## config.mk

```make
export PLATFORM = sky130hd
export DESIGN_NAME = sdram_cmd_tracker
export DESIGN_NICKNAME = d
export VERILOG_FILES = /design/src/rtl/sdram_cmd_tracker.sv
export SDC_FILE = /design/constraint.sdc
export NUM_CORES = 1
export LEC_CHECK = 0
export ABC_AREA = 1
export ABC_CLOCK_PERIOD_IN_PS = 2400
export BUFFER_PORTS_ARGS = -buffer_cell sky130_fd_sc_hd__buf_2
export CAP_MARGIN = 20
export CORE_MARGIN = 1
export CORE_UTILIZATION = 30
export CTS_CLUSTER_DIAMETER = 80
export DETAILED_ROUTE_END_ITERATION = 7
export GPL_TIMING_DRIVEN = 1
export HOLD_SLACK_MARGIN = 0.08
export PLACE_DENSITY = 0.54
export SLEW_MARGIN = 30
export SYNTH_ARGS = -nofsm -noshare
export SYNTH_HDL_FRONTEND = slang
export SYNTH_SLANG_ARGS = --single-unit
```

## constraint.sdc

```tcl
create_clock -name clk -period 2.4 [get_ports clk]
set_input_delay 0.36 -clock clk [delete_from_list [all_inputs] [get_ports clk]]
set_output_delay 0.36 -clock clk [all_outputs]
set_load 0.02 [all_outputs]
```

## src/rtl/sdram_cmd_tracker.sv

```systemverilog
module sdram_cmd_tracker #(
  parameter int BANKS = 4,
  parameter int ROW_W = 12,
  parameter int RCD_W = 4,
  localparam int BA_W = $clog2(BANKS)
) (
  input  logic             clk,
  input  logic             rst,
  input  logic             ras_n,
  input  logic             cas_n,
  input  logic             we_n,
  input  logic [BA_W-1:0]  bank,
  input  logic [ROW_W-1:0] addr,
  input  logic [RCD_W-1:0] rcd_cycles,
  output logic             cmd_valid,
  output logic [2:0]       cmd_code,
  output logic [BA_W-1:0]  cmd_bank,
  output logic [ROW_W-1:0] cmd_row,
  output logic             violation
);
  localparam int CNT_W = BA_W + ROW_W;
  localparam logic [RCD_W-1:0] T_ONE = 1;
  localparam logic [CNT_W-1:0] C_ONE = 1;

  logic [BANKS-1:0] bank_open;
  logic [ROW_W-1:0] open_row [BANKS];
  logic [RCD_W-1:0] rcd_left [BANKS];
  logic [CNT_W-1:0] ref_cnt;

  wire is_act = !ras_n &&  cas_n &&  we_n;
  wire is_col =  ras_n && !cas_n;
  wire is_pre = !ras_n &&  cas_n && !we_n;
  wire is_ref = !ras_n && !cas_n &&  we_n;

  wire sel_open  = bank_open[bank];
  wire sel_ready = rcd_left[bank] == '0;
  wire act_ok = is_act && !sel_open;
  wire col_ok = is_col && sel_open && sel_ready;
  wire ref_ok = is_ref && bank_open == '0;
  wire bad    = (is_act && sel_open) || (is_col && !(sel_open && sel_ready))
              || (is_ref && bank_open != '0);

  always_ff @(posedge clk) begin
    if (rst) begin
      bank_open <= '0;
      ref_cnt   <= '0;
      for (int b = 0; b < BANKS; b++) begin
        open_row[b] <= '0;
        rcd_left[b] <= '0;
      end
    end else begin
      for (int b = 0; b < BANKS; b++)
        if (rcd_left[b] != '0) rcd_left[b] <= rcd_left[b] - T_ONE;
      if (act_ok) begin
        bank_open[bank] <= 1'b1;
        open_row[bank]  <= addr;
        rcd_left[bank]  <= (rcd_cycles == '0) ? '0 : rcd_cycles - T_ONE;
      end
      if (is_pre) bank_open[bank] <= 1'b0;
      if (ref_ok) ref_cnt <= ref_cnt + C_ONE;
    end
  end

  always_ff @(posedge clk) begin
    if (rst) begin
      cmd_valid <= 1'b0;
      violation <= 1'b0;
      cmd_code  <= 3'd0;
      cmd_bank  <= '0;
      cmd_row   <= '0;
    end else begin
      cmd_valid <= act_ok || col_ok || is_pre || ref_ok;
      violation <= bad;
      cmd_bank  <= ref_ok ? ref_cnt[BA_W-1:0] : bank;
      if (act_ok)      begin cmd_code <= 3'd1; cmd_row <= addr; end
      else if (col_ok) begin cmd_code <= we_n ? 3'd2 : 3'd3; cmd_row <= open_row[bank]; end
      else if (is_pre) begin cmd_code <= 3'd4; cmd_row <= '0; end
      else if (ref_ok) begin cmd_code <= 3'd5; cmd_row <= ref_cnt[CNT_W-1:BA_W]; end
      else             begin cmd_code <= 3'd0; cmd_row <= '0; end
    end
  end
endmodule

```

==> impl_metrics.py <==
metrics = {
    "run_status": {
        "status": "completed",
    },
    "synthesis": {
        "synth_compound_area_share_pct": 6.79,
        "ys_top_cells_by_area": "edfxtp_1, dfxtp_1, nand2_1",
        "synth-xor-area-share_pct": 1.06,
        "synth_top_family_by_area": "simple AND/OR/NAND/NOR gates",
        "synth_cells": 618,
        "synth_area_per_cell_um2": 8.02,
        "yosys.area_share.simple_pct": 28.9,
        "synthesis.nets": 646,
        "syn_area_um2": 4950,
        "ys_warn_count": 0,
        "yosysTopAreaCellShare_pct": 38.8,
        "synth_fa_ha_area_share_pct": 1.26,
        "ys_seq_elements": 101,
        "yosysTopAreaCell": "edfxtp_1",
        "netlist-cell-type-count": 28,
        "yosysSeqAreaShare_pct": 53.7,
        "yosys-mux-area-fraction_pct": 0,
    },
    "clocking": {
        "post_cts_buffers": 0,
        "cts_tree": "built",
        "cts-root-buf": "clkbuf_16",
        "cts_resized": 0,
        "clockBufferDepth": 2,
        "cts_buffers": 9,
        "cts-htree-levels": 3,
        "insertion_delay_ns": 0.36,
        "holdBufCountCts": 0,
        "clock_sinks": 101,
        "clkTransAtPathRegs_ns": 0.07,
    },
    "sta": {
        "finalClockSkew_ns": 0.00781,
        "layout_min_cycle_time_ns": 1.80,
        "rsz0062_at_grt": "no",
        "drv_slew": 0,
        "hold_violations": 0,
        "tightest_slew_ns": 0.579,
        "setup_viol": 0,
        "fmax_mhz": 557,
        "fin_tns_setup_ns": 0,
        "period_share_pct": 74.9,
        "maxSlewHeadroom_pct": 61.4,
    },
    "route": {
        "drc_errors": 0,
        "vias": 4055,
        "final_antenna_net_count": 0,
        "first_iter_violations": 285,
        "wire_per_inst_um": 14.1,
        "routed_via_density": 4.56,
        "drt-total-wl_um": 12500,
        "dr.pass1.iters": 5,
    },
    "global_routing": {
        "grt_pass1_vias": 3897,
        "grt_start_max_net_pins": 20,
        "grt_use_total_pct": 15.9,
        "grt_pass1_wl_um": 20100,
        "antenna_found_initial": 0,
        "overflow": 0,
    },
    "setup_path": {
        "arrival_ns": 1.84,
        "crit_chain": "nand2_1 -> nand2_1 -> nand2_1 -> nand3_2 -> buf_4 -> inv_1 -> nand2_1 -> nand2_1 -> buf_4",
        "critical_path_class": "register to register",
        "reg2reg_depth": 9,
        "cp-startpoint": "bank_open[3]",
        "cpMaxStageDelayCell": "dfxtp_1",
        "endpoint": "open_row[1][8]",
        "reg2reg_slack_ns": 0.60,
        "cp-end-kind": "register",
        "rr_endpoint": "open_row[1][8]",
        "start_kind": "register",
        "crit_top_cell": "nand2_1",
        "critPathMaxStageDelay_ns": 0.35,
        "crit_path_max_fanout": 12,
        "r2r-start": "bank_open[3]",
        "worstPathRequired_ns": 2.45,
    },
    "floorplan": {
        "core-area_um2": 16000,
        "pin_count": 42,
        "die_x_um": 131,
        "fp.dieArea_um2": 17000,
        "die_h_um": 131,
        "start_util_pct": 31.0,
        "rows": 46,
    },
    "pwr": {
        "leakage_nw": 2.59,
        "p_comb_share_pct": 19.4,
        "swShare_pct": 29.8,
        "p_seq_share_pct": 49.4,
        "powerDensity_nw_per_um2": 765,
        "pwr-share-clk_pct": 31.2,
        "netSwitchingPower_mw": 1.31,
        "p_int_mw": 3.08,
        "peakVddDrop_mv": 0.348,
    },
    "placed_design": {
        "portBuffers": 41,
        "dp.cells": 873,
        "gp_congestion": 0.836,
        "dp_hpwl_um": 8990,
    },
    "job": {
        "drv_cap": 0,
    },
    "finish": {
        "nets": 696,
        "final_cells": 889,
        "fillers": 1680,
        "diodes": 0,
        "drive_above_1_share_pct": 12.0,
        "area_growth_pct": 15.8,
    },
    "hold_path": {
        "min_path_type": "input pin to register",
        "hold_start": "addr[9]",
    },
}
[cell type report]
type	instances	area, µm²	share of cell area (%)
flip-flops and latches	101	2660	46.4
well taps	216	270	4.71
inverters	86	323	5.63
clock buffers	11	233	4.06
repair buffers	57	325	5.67
clock inverters	5	37.5	0.654
multi-input cells	413	1890	32.9
[flip-flops by register name (all words and copies together) (netlist names), 2 cells and up, named ones only]
| signal | count |
|---|---|
| open_row | 48 |
| rcd_left | 16 |
| ref_cnt | 14 |
| cmd_row | 12 |
| bank_open | 3 |
| cmd_code | 3 |
| cmd_bank | 2 |
[synthesized netlist by cell type (all sizes together)]
master,instances
o21ai,21
o21bai,2
nand4,16
xor2,2
buf,11
inv,86
nor3,7
a22oi,10
nand3,36
ha,5
clkbuf,7
a31oi,1
dfxtp,37
a21oi,21
nand2,187
nor2,95
nand3b,2
o31ai,4
xnor2,4
edfxtp,64
[critical path: cells and delay by family, from the launching register on]
kind	cells	cell delay (ns)
and+or+nand+nor	6	0.61
buffers and inverters	3	0.52
DFF	1	0.35
[layer usage]
layer / vias up / GRT usage, % / share of wire (%)
li1: 2083 / - / -
met1: 1866 / 21.3 / 48
met2: 92 / 25.5 / 45
met3: 14 / 3.26 / 4.8
met4: 0 / 5.48 / 1.7
met5: - / 0 / 0
[cells by family after synthesis]
| kind of cell | Yosys count |
|---|---|
| fa+ha+maj | 5 |
| flops | 101 |
| simple gates | 343 |
| buf+inv | 104 |
| compound gates | 59 |
| xor+xnor | 6 |
[power by group through the flow]
stage               combinational, mW  clock (mW)  sequential (mW)
finish                          0.853        1.37             2.17
global route                    0.967        1.47             2.19
CTS                             0.853        1.41             2.17
detailed placement              0.842           0             2.20
global placement                0.819           0             2.19
floorplan                       0.619           0             2.19
[cells in the final DEF (no fill, tap or decap), drive strengths merged]
cell,netlist,routed
clkinv,0,4
o31ai,4,4
a31oi,1,1
xor2,2,2
clkbuf,7,11
buf,11,57
ha,5,5
nor2,95,95
o21ai,21,21
nand4,16,16
edfxtp,64,64
nand3b,2,2
dfxtp,37,37
o21bai,2,2
inv,86,86
clkinvlp,0,1
nand2,187,187
nor3,7,7
a21oi,21,21
a22oi,10,10
xnor2,4,4
nand3,36,36
[per-stage QoR]
stage	power (mW)	hold WS, ns	setup slack, ns	utilization (%)	cell area [µm²]
floorplan	2.81	0.461	0.520	-	4950
global placement	3.01	0.490	0.370	34.2	5470
detailed placement	3.05	0.497	0.308	34.2	5470
CTS	4.42	0.317	0.595	35.9	5740
global route	4.62	0.338	0.380	35.9	5740
finish	4.39	0.322	0.603	35.9	5740
[how the worst min path moves through the flow]
| stage | to | slack, ns | depth (start not counted) |
|---|---|---|---|
| floorplan | bank_open[2] | 0.46 | 2 |
| global placement | ref_cnt[13] | 0.49 | 2 |
| detailed placement | ref_cnt[13] | 0.50 | 2 |
| CTS | open_row[0][6] | 0.32 | 3 |
| global route | open_row[0][6] | 0.34 | 3 |
| finish | open_row[0][9] | 0.32 | 3 |
No activity file was read; power rests on OpenSTA's default activity.
